===== src/rtl/ictr_pkg.sv =====
package ictr_pkg;

  typedef enum logic [2:0] {
    MD_TC_RISE   = 3'd0,
    MD_ONE_SHOT  = 3'd1,
    MD_RATE      = 3'd2,
    MD_SQUARE    = 3'd3,
    MD_SW_STROBE = 3'd4,
    MD_HW_STROBE = 3'd5
  } mode_e;

  // codes 6 and 7 fold onto the periodic modes
  function automatic mode_e norm_mode(input logic [2:0] raw);
    case (raw)
      3'd6:    return MD_RATE;
      3'd7:    return MD_SQUARE;
      default: return mode_e'(raw);
    endcase
  endfunction

  function automatic logic edge_restart(input mode_e m);
    return m inside {MD_ONE_SHOT, MD_RATE, MD_SQUARE, MD_HW_STROBE};
  endfunction

  function automatic logic level_gated(input mode_e m);
    return m inside {MD_TC_RISE, MD_SW_STROBE};
  endfunction

  function automatic logic init_level(input mode_e m);
    return m inside {MD_ONE_SHOT, MD_SQUARE};
  endfunction

endpackage


===== src/rtl/ictr_gate_ctl.sv =====
module ictr_gate_ctl
  import ictr_pkg::*;
(
  input  logic  clk_i,
  input  logic  rst_ni,
  input  logic  gate_i,
  input  logic  tick_i,
  input  mode_e mode_i,
  output logic  restart_o,
  output logic  step_o
);

  logic gate_q;

  always_ff @(posedge clk_i or negedge rst_ni) begin
    if (!rst_ni) gate_q <= 1'b0;
    else         gate_q <= gate_i;
  end

  assign restart_o = gate_i && !gate_q && edge_restart(mode_i);
  assign step_o    = tick_i && (gate_i || !level_gated(mode_i));

endmodule


===== src/rtl/ictr_down_cnt.sv =====
module ictr_down_cnt
  import ictr_pkg::*;
#(
  parameter int CNT_W = 16,
  localparam int EXT_W = CNT_W + 1
) (
  input  logic             clk_i,
  input  logic             rst_ni,
  input  logic             load_i,
  input  logic [CNT_W-1:0] reload_i,
  input  logic             restart_i,
  input  logic             step_i,
  input  mode_e            mode_i,
  output logic [EXT_W-1:0] cnt_o,
  output logic [EXT_W-1:0] per_o
);

  localparam logic [EXT_W-1:0] FULL = {1'b1, {CNT_W{1'b0}}};
  localparam logic [EXT_W-1:0] ONE  = EXT_W'(1);
  localparam logic [EXT_W-1:0] TWO  = EXT_W'(2);

  logic [EXT_W-1:0] cnt_q, per_q, load_per, sq_wrap, cnt_d;
  logic [EXT_W:0]   sq_sum;

  assign load_per = (reload_i == '0) ? FULL : {1'b0, reload_i};
  assign sq_sum   = {1'b0, cnt_q} + {1'b0, per_q} - (EXT_W+1)'(2);
  assign sq_wrap  = (sq_sum == '0) ? per_q : sq_sum[EXT_W-1:0];

  always_comb begin
    cnt_d = cnt_q;
    if (step_i) begin
      case (mode_i)
        MD_RATE:   cnt_d = (cnt_q == ONE) ? per_q : cnt_q - ONE;
        MD_SQUARE: cnt_d = (cnt_q > TWO) ? cnt_q - TWO : sq_wrap;
        default:   cnt_d = cnt_q - ONE;
      endcase
    end
  end

  always_ff @(posedge clk_i or negedge rst_ni) begin
    if (!rst_ni) begin
      per_q <= FULL;
      cnt_q <= FULL;
    end else if (load_i) begin
      per_q <= load_per;
      cnt_q <= load_per;
    end else if (restart_i) begin
      cnt_q <= per_q;
    end else begin
      cnt_q <= cnt_d;
    end
  end

  assign cnt_o = cnt_q;
  assign per_o = per_q;

  AST_PERIODIC_RANGE: assert property (@(posedge clk_i) disable iff (!rst_ni)
    (mode_i inside {MD_RATE, MD_SQUARE}) |-> (cnt_q != '0 && cnt_q <= per_q));

endmodule


===== src/rtl/ictr_out_gen.sv =====
module ictr_out_gen
  import ictr_pkg::*;
#(
  parameter int CNT_W = 16,
  localparam int EXT_W = CNT_W + 1
) (
  input  logic             clk_i,
  input  logic             rst_ni,
  input  logic             load_i,
  input  mode_e            load_mode_i,
  input  logic             restart_i,
  input  logic             step_i,
  input  mode_e            mode_i,
  input  logic [EXT_W-1:0] cnt_i,
  input  logic [EXT_W-1:0] per_i,
  output logic             out_o
);

  localparam logic [EXT_W-1:0] ONE = EXT_W'(1);
  localparam logic [EXT_W-1:0] TWO = EXT_W'(2);

  logic done_q, out_q, done_d, out_d, tc;

  // first arrival at terminal count since the last start
  assign tc = (cnt_i == ONE) && !done_q;

  always_comb begin
    done_d = done_q;
    out_d  = out_q;
    if (step_i) begin
      case (mode_i)
        MD_TC_RISE:  if (tc) begin done_d = 1'b1; out_d = 1'b1; end
        MD_ONE_SHOT: if (tc) begin done_d = 1'b1; out_d = 1'b0; end
        MD_RATE:     out_d = (cnt_i == ONE);
        MD_SQUARE:   if (cnt_i <= TWO && per_i != ONE) out_d = !out_q;
        default: begin
          out_d = tc;
          if (tc) done_d = 1'b1;
        end
      endcase
    end
  end

  always_ff @(posedge clk_i or negedge rst_ni) begin
    if (!rst_ni) begin
      done_q <= 1'b0;
      out_q  <= 1'b0;
    end else if (load_i) begin
      done_q <= 1'b0;
      out_q  <= init_level(load_mode_i);
    end else if (restart_i) begin
      done_q <= 1'b0;
      out_q  <= init_level(mode_i);
    end else begin
      done_q <= done_d;
      out_q  <= out_d;
    end
  end

  assign out_o = out_q;

  AST_TC_LATCH: assert property (@(posedge clk_i) disable iff (!rst_ni)
    (mode_i == MD_TC_RISE && out_q && !load_i) |=> out_q);

  AST_STROBE_PULSE: assert property (@(posedge clk_i) disable iff (!rst_ni)
    (mode_i inside {MD_SW_STROBE, MD_HW_STROBE} && out_q && step_i && !load_i && !restart_i)
      |=> !out_q);

  AST_RATE_FULL: assert property (@(posedge clk_i) disable iff (!rst_ni)
    (mode_i == MD_RATE && out_q) |-> (cnt_i == per_i));

endmodule


===== src/rtl/interval_chan.sv =====
module interval_chan
  import ictr_pkg::*;
#(
  parameter int CNT_W = 16,
  localparam int EXT_W = CNT_W + 1
) (
  input  logic             clk_i,
  input  logic             rst_ni,
  input  logic             tick_i,
  input  logic             gate_i,
  input  logic             load_i,
  input  logic [CNT_W-1:0] reload_i,
  input  logic [2:0]       mode_i,
  output logic             out_o,
  output logic [CNT_W-1:0] count_o
);

  mode_e            mode_q, load_mode;
  logic             restart, step;
  logic [EXT_W-1:0] cnt, per;

  assign load_mode = norm_mode(mode_i);

  always_ff @(posedge clk_i or negedge rst_ni) begin
    if (!rst_ni)     mode_q <= MD_TC_RISE;
    else if (load_i) mode_q <= load_mode;
  end

  ictr_gate_ctl u_gate (
    .clk_i     (clk_i),
    .rst_ni    (rst_ni),
    .gate_i    (gate_i),
    .tick_i    (tick_i),
    .mode_i    (mode_q),
    .restart_o (restart),
    .step_o    (step)
  );

  ictr_down_cnt #(.CNT_W(CNT_W)) u_cnt (
    .clk_i     (clk_i),
    .rst_ni    (rst_ni),
    .load_i    (load_i),
    .reload_i  (reload_i),
    .restart_i (restart),
    .step_i    (step),
    .mode_i    (mode_q),
    .cnt_o     (cnt),
    .per_o     (per)
  );

  ictr_out_gen #(.CNT_W(CNT_W)) u_out (
    .clk_i       (clk_i),
    .rst_ni      (rst_ni),
    .load_i      (load_i),
    .load_mode_i (load_mode),
    .restart_i   (restart),
    .step_i      (step),
    .mode_i      (mode_q),
    .cnt_i       (cnt),
    .per_i       (per),
    .out_o       (out_o)
  );

  assign count_o = cnt[CNT_W-1:0];

  AST_LOAD_VALUE: assert property (@(posedge clk_i) disable iff (!rst_ni)
    load_i |=> (count_o == $past(reload_i)));

  AST_LOAD_LEVEL: assert property (@(posedge clk_i) disable iff (!rst_ni)
    load_i |=> (out_o == init_level(norm_mode($past(mode_i)))));

  AST_GATED_HOLD: assert property (@(posedge clk_i) disable iff (!rst_ni)
    (level_gated(mode_q) && !gate_i && !load_i) |=> ($stable(count_o) && $stable(out_o)));

  AST_IDLE_HOLD: assert property (@(posedge clk_i) disable iff (!rst_ni)
    (!tick_i && !load_i && (!gate_i || !edge_restart(mode_q))) |=> $stable(count_o));

endmodule


===== config.mk =====
export PLATFORM = sky130hd
export DESIGN_NAME = interval_chan
export DESIGN_NICKNAME = d
export VERILOG_FILES = /design/src/rtl/ictr_pkg.sv /design/src/rtl/ictr_gate_ctl.sv /design/src/rtl/ictr_down_cnt.sv /design/src/rtl/ictr_out_gen.sv /design/src/rtl/interval_chan.sv
export SDC_FILE = /design/constraint.sdc
export NUM_CORES = 1
export LEC_CHECK = 0
export BUFFER_PORTS_ARGS = -buffer_cell sky130_fd_sc_hd__buf_2
export CAP_MARGIN = 10
export CORE_MARGIN = 2
export CORE_UTILIZATION = 39
export CTS_CLUSTER_SIZE = 40
export DETAILED_ROUTE_END_ITERATION = 16
export REMOVE_ABC_BUFFERS = 1
export SLEW_MARGIN = 10
export SYNTH_ARGS = -nofsm -noshare
export SYNTH_HDL_FRONTEND = slang
export SYNTH_SLANG_ARGS = --single-unit

===== constraint.sdc =====
create_clock -name clk_i -period 7.9 [get_ports clk_i]
set_input_delay 0.395 -clock clk_i [delete_from_list [all_inputs] [get_ports clk_i]]
set_output_delay 0.395 -clock clk_i [all_outputs]
set_load 0.02 [all_outputs]

After elaboration in Yosys (flattened, before gate mapping). Cells that the tools add are included.

Multiplexer cells: 20. Equal/unequal tests: 15. Add/subtract/negate cells: 4. Order comparisons: 2. Reduce and logical (&&, ||, !) cells: 22.

Operators by type and width (number): $mux W17 (7); $pmux W17 S2 (1); $add A17 B17 Y18 (1); $logic_not A18 Y1 (1); $sub A18 B2 Y18 const B (1); $eq A17 B1 Y1 const B (1); $gt A17 B2 Y1 const B (1); $le A17 B2 Y1 const B (1); $ne A17 B1 Y1 const B (1); $sub A17 B1 Y17 const B (1); $sub A17 B2 Y17 const B (1); $logic_not A16 Y1 (1); $eq A3 B3 Y1 const B (4); $ne A4 B3 Y1 const B (3); $mux W1 (10); $eq A3 B2 Y1 const B (3); $eq A3 B1 Y1 const B (2); $pmux W3 S2 (1); $reduce_bool A2 Y1 (3); $reduce_bool A3 Y1 (2); $logic_and A1 B1 Y1 (5); $logic_not A1 Y1 (4); $pmux W1 S4 (1); $reduce_and A4 Y1 (1); other kinds (6) (6).

Output and inout bits: 17. Word-level logic and storage cells: 69. Bits of input ports: 24. Register bits after elaboration: 40.

Depth between registers and ports, before layout.
Depth in word-level cells: 9. Mapped depth: 17. Depth with buffers taken out: 15.

By module. Synthesis repeated with hierarchy kept, for this count alone.

Cell total of the unflattened synthesis: 665. Area, all modules: 4973.5 µm².

Modules (own cells, without submodules): ictr_down_cnt (instances 1, area each 4494.3 µm², cells an instance 615, seq. area each 853.3 µm²); ictr_out_gen (instances 1, area each 289.0 µm², cells an instance 35, seq. area each 50.0 µm²); interval_chan (instances 1, area each 126.4 µm², cells an instance 9, seq. area each 75.1 µm²); ictr_gate_ctl (instances 1, area each 63.8 µm², cells an instance 6, seq. area each 25.0 µm²).

Worst setup path after synthesis. No wires, ideal clock.

Path kind: register to register. From: register u_cnt.cnt_q[6] (netlist: u_cnt.cnt_o[6]). To: register u_cnt.cnt_q[6] (netlist: u_cnt.cnt_o[6]). Path buffers: 2. Arrival time: 3.420 ns. Stages on the path, launching flop included: 16. Library setup time: 0.101 ns. Path slack: 4.380 ns. Cells stage by stage: dfrtp_1 clkbuf_1 inv_1 ha_1 inv_1 ha_1 a21o_1 a22o_1 or2_0 or3_1 a2111oi_2 o2111ai_1 and4b_1 buf_4 a41oi_1 o311ai_2.

Cells in the longest elaborated chain, start to end: 9.

RTL lines: from (decl) (RTL line ictr_down_cnt.sv:22) `logic [EXT_W-1:0] cnt_q, per_q, load_per, sq_wrap, cnt_d;`; from (signal assigned) (RTL line ictr_down_cnt.sv:46) `cnt_q <= load_per;`; from (signal assigned) (RTL line ictr_down_cnt.sv:48) `cnt_q <= per_q;`; from (signal assigned) (RTL line ictr_down_cnt.sv:50) `cnt_q <= cnt_d;`; $add A17 B17 Y18 (RTL line ictr_down_cnt.sv:26) `assign sq_sum = {1'b0, cnt_q} + {1'b0, per_q} - (EXT_W+1)'(2);`; $sub A18 B2 Y18 (RTL line ictr_down_cnt.sv:26); $logic_not A18 Y1 (RTL line ictr_down_cnt.sv:27) `assign sq_wrap = (sq_sum == '0) ? per_q : sq_sum[EXT_W-1:0];`; $mux W17 (RTL line ictr_down_cnt.sv:27); $mux W17 (RTL line ictr_down_cnt.sv:34) `MD_SQUARE: cnt_d = (cnt_q > TWO) ? cnt_q - TWO : sq_wrap;`; $pmux W17 S2 * (RTL line ictr_down_cnt.sv:32) `case (mode_i)`; $mux W17 * (RTL line ictr_down_cnt.sv:31) `if (step_i) begin`; $mux W17 * (RTL line ictr_down_cnt.sv:47) `end else if (restart_i) begin`; $mux W17 * (RTL line ictr_down_cnt.sv:44) `end else if (load_i) begin`.

Every way passes the cells marked *; elsewhere a longest branch is shown, timed or not. The select of a mux whose other input is x is not followed. A chain may end at the register's enable or synchronous reset.

Worst setup path after layout.
From: register u_cnt.cnt_q[1] (netlist: u_cnt.cnt_o[1]). To: register u_cnt.cnt_q[6] (netlist: u_cnt.cnt_o[6]).

The elaborated chain is that of the path after synthesis.

==> flow_metrics.py <==
metrics = {
    "status": {
        "status": "finished, final reports clean",
    },
    "floorplan": {
        "die_w_um": 112,
        "fp.coreArea_um2": 11500,
        "rows": 39,
        "die-area_um2": 12600,
        "die_y_um": 112,
        "start_util_pct": 40.0,
        "io_pins": 41,
    },
    "layout": {
        "nets": 688,
        "drive_above_1_share_pct": 11.0,
        "n_antenna_cell": 0,
        "utilization_pct": 42.8,
        "synthToLayoutAreaGrowth_pct": 7.12,
    },
    "sta": {
        "rsz0062_at_grt": "no",
        "fmax_mhz": 219,
        "slew_violations": 0,
        "slew_headroom_pct": 29.8,
        "skew_ps": 5.90,
        "hold_viol_final": 0,
        "period_needed_ps": 4560,
        "tightest_slew_ps": 1050,
        "setup_viol": 0,
        "tns_ps": 0,
        "fin_crit_sh_pct": 57.7,
    },
    "synthesis": {
        "ys_ff_latch": 40,
        "yosysTopAreaCell": "dfrtp_1",
        "syn-cell-area_um2": 4580,
        "synthCells": 615,
        "synth_edf_count": 0,
        "synthTopCellsByCount": "inv_1, nand2_1, o21ai_0",
        "seq_area_frac_synth_pct": 21.9,
        "async_reset_ff_share_pct": 100,
        "yosysMostFrequentCell": "inv_1",
        "syn_area_per_cell_um2": 7.45,
        "yosys.cell_types.count": 68,
        "synth-main-ff-cell": "dfrtp_1",
        "yosysTopAreaCellShare_pct": 20.7,
        "ys_warn_count": 0,
        "yosys-top-cells-area": "dfrtp_1, ha_1, inv_1, o21ai_0, xnor2_1",
    },
    "flow_run": {
        "max_cap_viol_count": 0,
    },
    "clocking": {
        "cts_sinks": 40,
        "path_clk_slew_ps": 70,
        "post-cts-setup-buffer-count": 0,
        "insertion_delay_ps": 300,
        "cts_tree": "yes",
        "cts.root.buffer_cell": "clkbuf_16",
        "ctsResizeCount": 0,
        "ctsLongestPathBuffers": 2,
        "htree_levels": 2,
        "cts_buffers": 5,
        "holdBufCountCts": 0,
    },
    "power_and_ir_drop": {
        "seqPwrFrac_pct": 23.7,
        "p_sw_mw": 0.600,
        "powerDensity_nw_per_um2": 251,
        "clkPwrFrac_pct": 18.0,
        "combPwrFrac_pct": 58.3,
        "p_int_mw": 0.632,
        "irDropWorstVdd_mv": 0.105,
        "swShare_pct": 48.7,
        "power.leakage_nw": 2.12,
    },
    "critical_path": {
        "crit_type": "register to register",
        "arrival_ps": 4760,
        "r2r_start": "u_cnt.cnt_o[1]",
        "cp.required_ps": 8110,
        "worstPathMaxFanout": 16,
        "crit_path_start_kind": "register",
        "r2r_cells": 15,
        "r2r_end": "u_cnt.cnt_o[6]",
        "r2r_slack_ps": 3340,
        "end_kind": "register",
    },
    "global_routing": {
        "grt_max_degree": 43,
        "grt_first_pass_wirelength_um": 25500,
        "grt_pass1_vias": 4662,
        "grtUsageTotal_pct": 25.4,
        "antenna_found_initial": 0,
        "overflow": 0,
    },
    "routing": {
        "wirelength_um": 15900,
        "dr_wl_met3_um": 1280,
        "remaining_drc_errors": 0,
        "top_layer": "met4",
        "route.met2.wl_um": 7150,
        "drt-met1-wl_um": 6890,
        "wl_per_cell_um": 20.7,
        "drt-initial-drc-count": 500,
        "via_count": 4887,
        "ant_nets": 0,
        "routed_via_density": 6.36,
        "dr.pass1.iters": 5,
    },
    "placed_design": {
        "gp_congestion": 0.959,
        "port_buffers": 40,
        "dp_hpwl_um": 11700,
    },
    "worst_hold_path": {
        "holdPathStages": 1,
        "min_path_type": "input pin to register",
        "worstHoldStart": "gate_i",
        "min_to": "u_gate.gate_q",
    },
}
worst max-delay path, cell delays in order (launching register included):
cell and delay, ps:
dfrtp_1 450, inv_1 210, ha_1 330, inv_1 40, ha_1 210, inv_1 80, fa_1 200, nand2b_1 200
a21oi_1 90, o211a_1 240, o31a_1 350, o41ai_1 570, xor2_1 190, and4b_1 750, a41oi_1 240, o311ai_2 290
stage by stage:
stage | area [um^2] | total power, mW | cells | setup slack, ps | hold slack (ps)
CTS | 4910 | 1.22 | 769 | 3490 | 247
global route | 4910 | 1.32 | 769 | 3120 | 266
global placement | 4760 | 0.990 | 761 | 3620 | 508
finish | 4910 | 1.23 | 769 | 3340 | 246
floorplan | 4340 | 0.797 | 572 | 4110 | 99.4
detailed placement | 4760 | 0.996 | 761 | 3530 | 519
cell families after synthesis:
| family | share of synthesized area, % |
|---|---|
| AOI/OAI and AO/OA | 27.5 |
| xor gates and xnor gates | 6.30 |
| adders and majority gates | 10.8 |
| buffers and inverters | 10.9 |
| DFF | 21.9 |
| muxes | 1.23 |
| and+or+nand+nor | 21.3 |
worst max path at each step:
stage / startpoint / slack (ps) / cells after the start / endpoint
after global placement: u_cnt.cnt_o[1] / 3620 / 15 / u_cnt.cnt_o[6]
after global routing: u_cnt.cnt_o[1] / 3120 / 15 / u_cnt.cnt_o[6]
final: u_cnt.cnt_o[1] / 3340 / 15 / u_cnt.cnt_o[6]
after CTS: u_cnt.cnt_o[1] / 3490 / 15 / u_cnt.cnt_o[6]
after detailed placement: u_cnt.cnt_o[1] / 3530 / 15 / u_cnt.cnt_o[6]
after floorplan: u_cnt.cnt_o[9] / 4110 / 13 / u_cnt.cnt_o[6]
cell type report:
| class | instances | area [um^2] |
|---|---|---|
| Sequential cell | 40 | 1000 |
| Clock buffer | 8 | 146 |
| Fill cell | 1170 | 6560 |
| Tap cell | 143 | 179 |
| Inverter | 68 | 255 |
| Multi-Input combinational cell | 464 | 3080 |
| Timing Repair Buffer | 46 | 245 |
routing by layer:
layer	track usage (%)	vias to the layer above
met2	39.4	262
met1	34.4	2346
met5	0	-
met4	12.0	0
li1	-	2230
met3	4.32	49
placed cells by master, fill, tap and decap left out, types with 8 or more instances in the layout:
cell type / netlist / layout
a31oi_1: 9 / 9
buf_2: 3 / 40
dfrtp_1: 38 / 38
a21oi_1: 34 / 34
ha_1: 38 / 38
nor3_1: 18 / 18
xnor2_1: 26 / 26
nand3_1: 13 / 13
o21ai_0: 50 / 50
nand2_1: 58 / 58
a211oi_1: 12 / 12
nor4_1: 13 / 13
o221ai_1: 10 / 10
nand2b_1: 8 / 8
inv_1: 68 / 68
nor2_1: 48 / 48
nand4_1: 8 / 8
state kept, by name, indices dropped and copies added (netlist names):
| register | flops |
|---|---|
| u_cnt.per_o | 17 |
| u_gate.gate_q | 1 |
| mode_q | 3 |
| u_out.done_q | 1 |
| u_cnt.cnt_o | 17 |
| u_out.out_o | 1 |
power groups by stage:
stage / Clock [mW] / Combinational [mW] / Sequential [mW]
4_1_cts: 0.222 / 0.707 / 0.289
5_1_grt: 0.230 / 0.795 / 0.297
3_3_place_gp: 0 / 0.699 / 0.291
6_report: 0.222 / 0.719 / 0.292
2_1_floorplan: 0 / 0.498 / 0.300
3_5_place_dp: 0 / 0.703 / 0.293
Note: power is estimated with default switching activity, not from simulation.
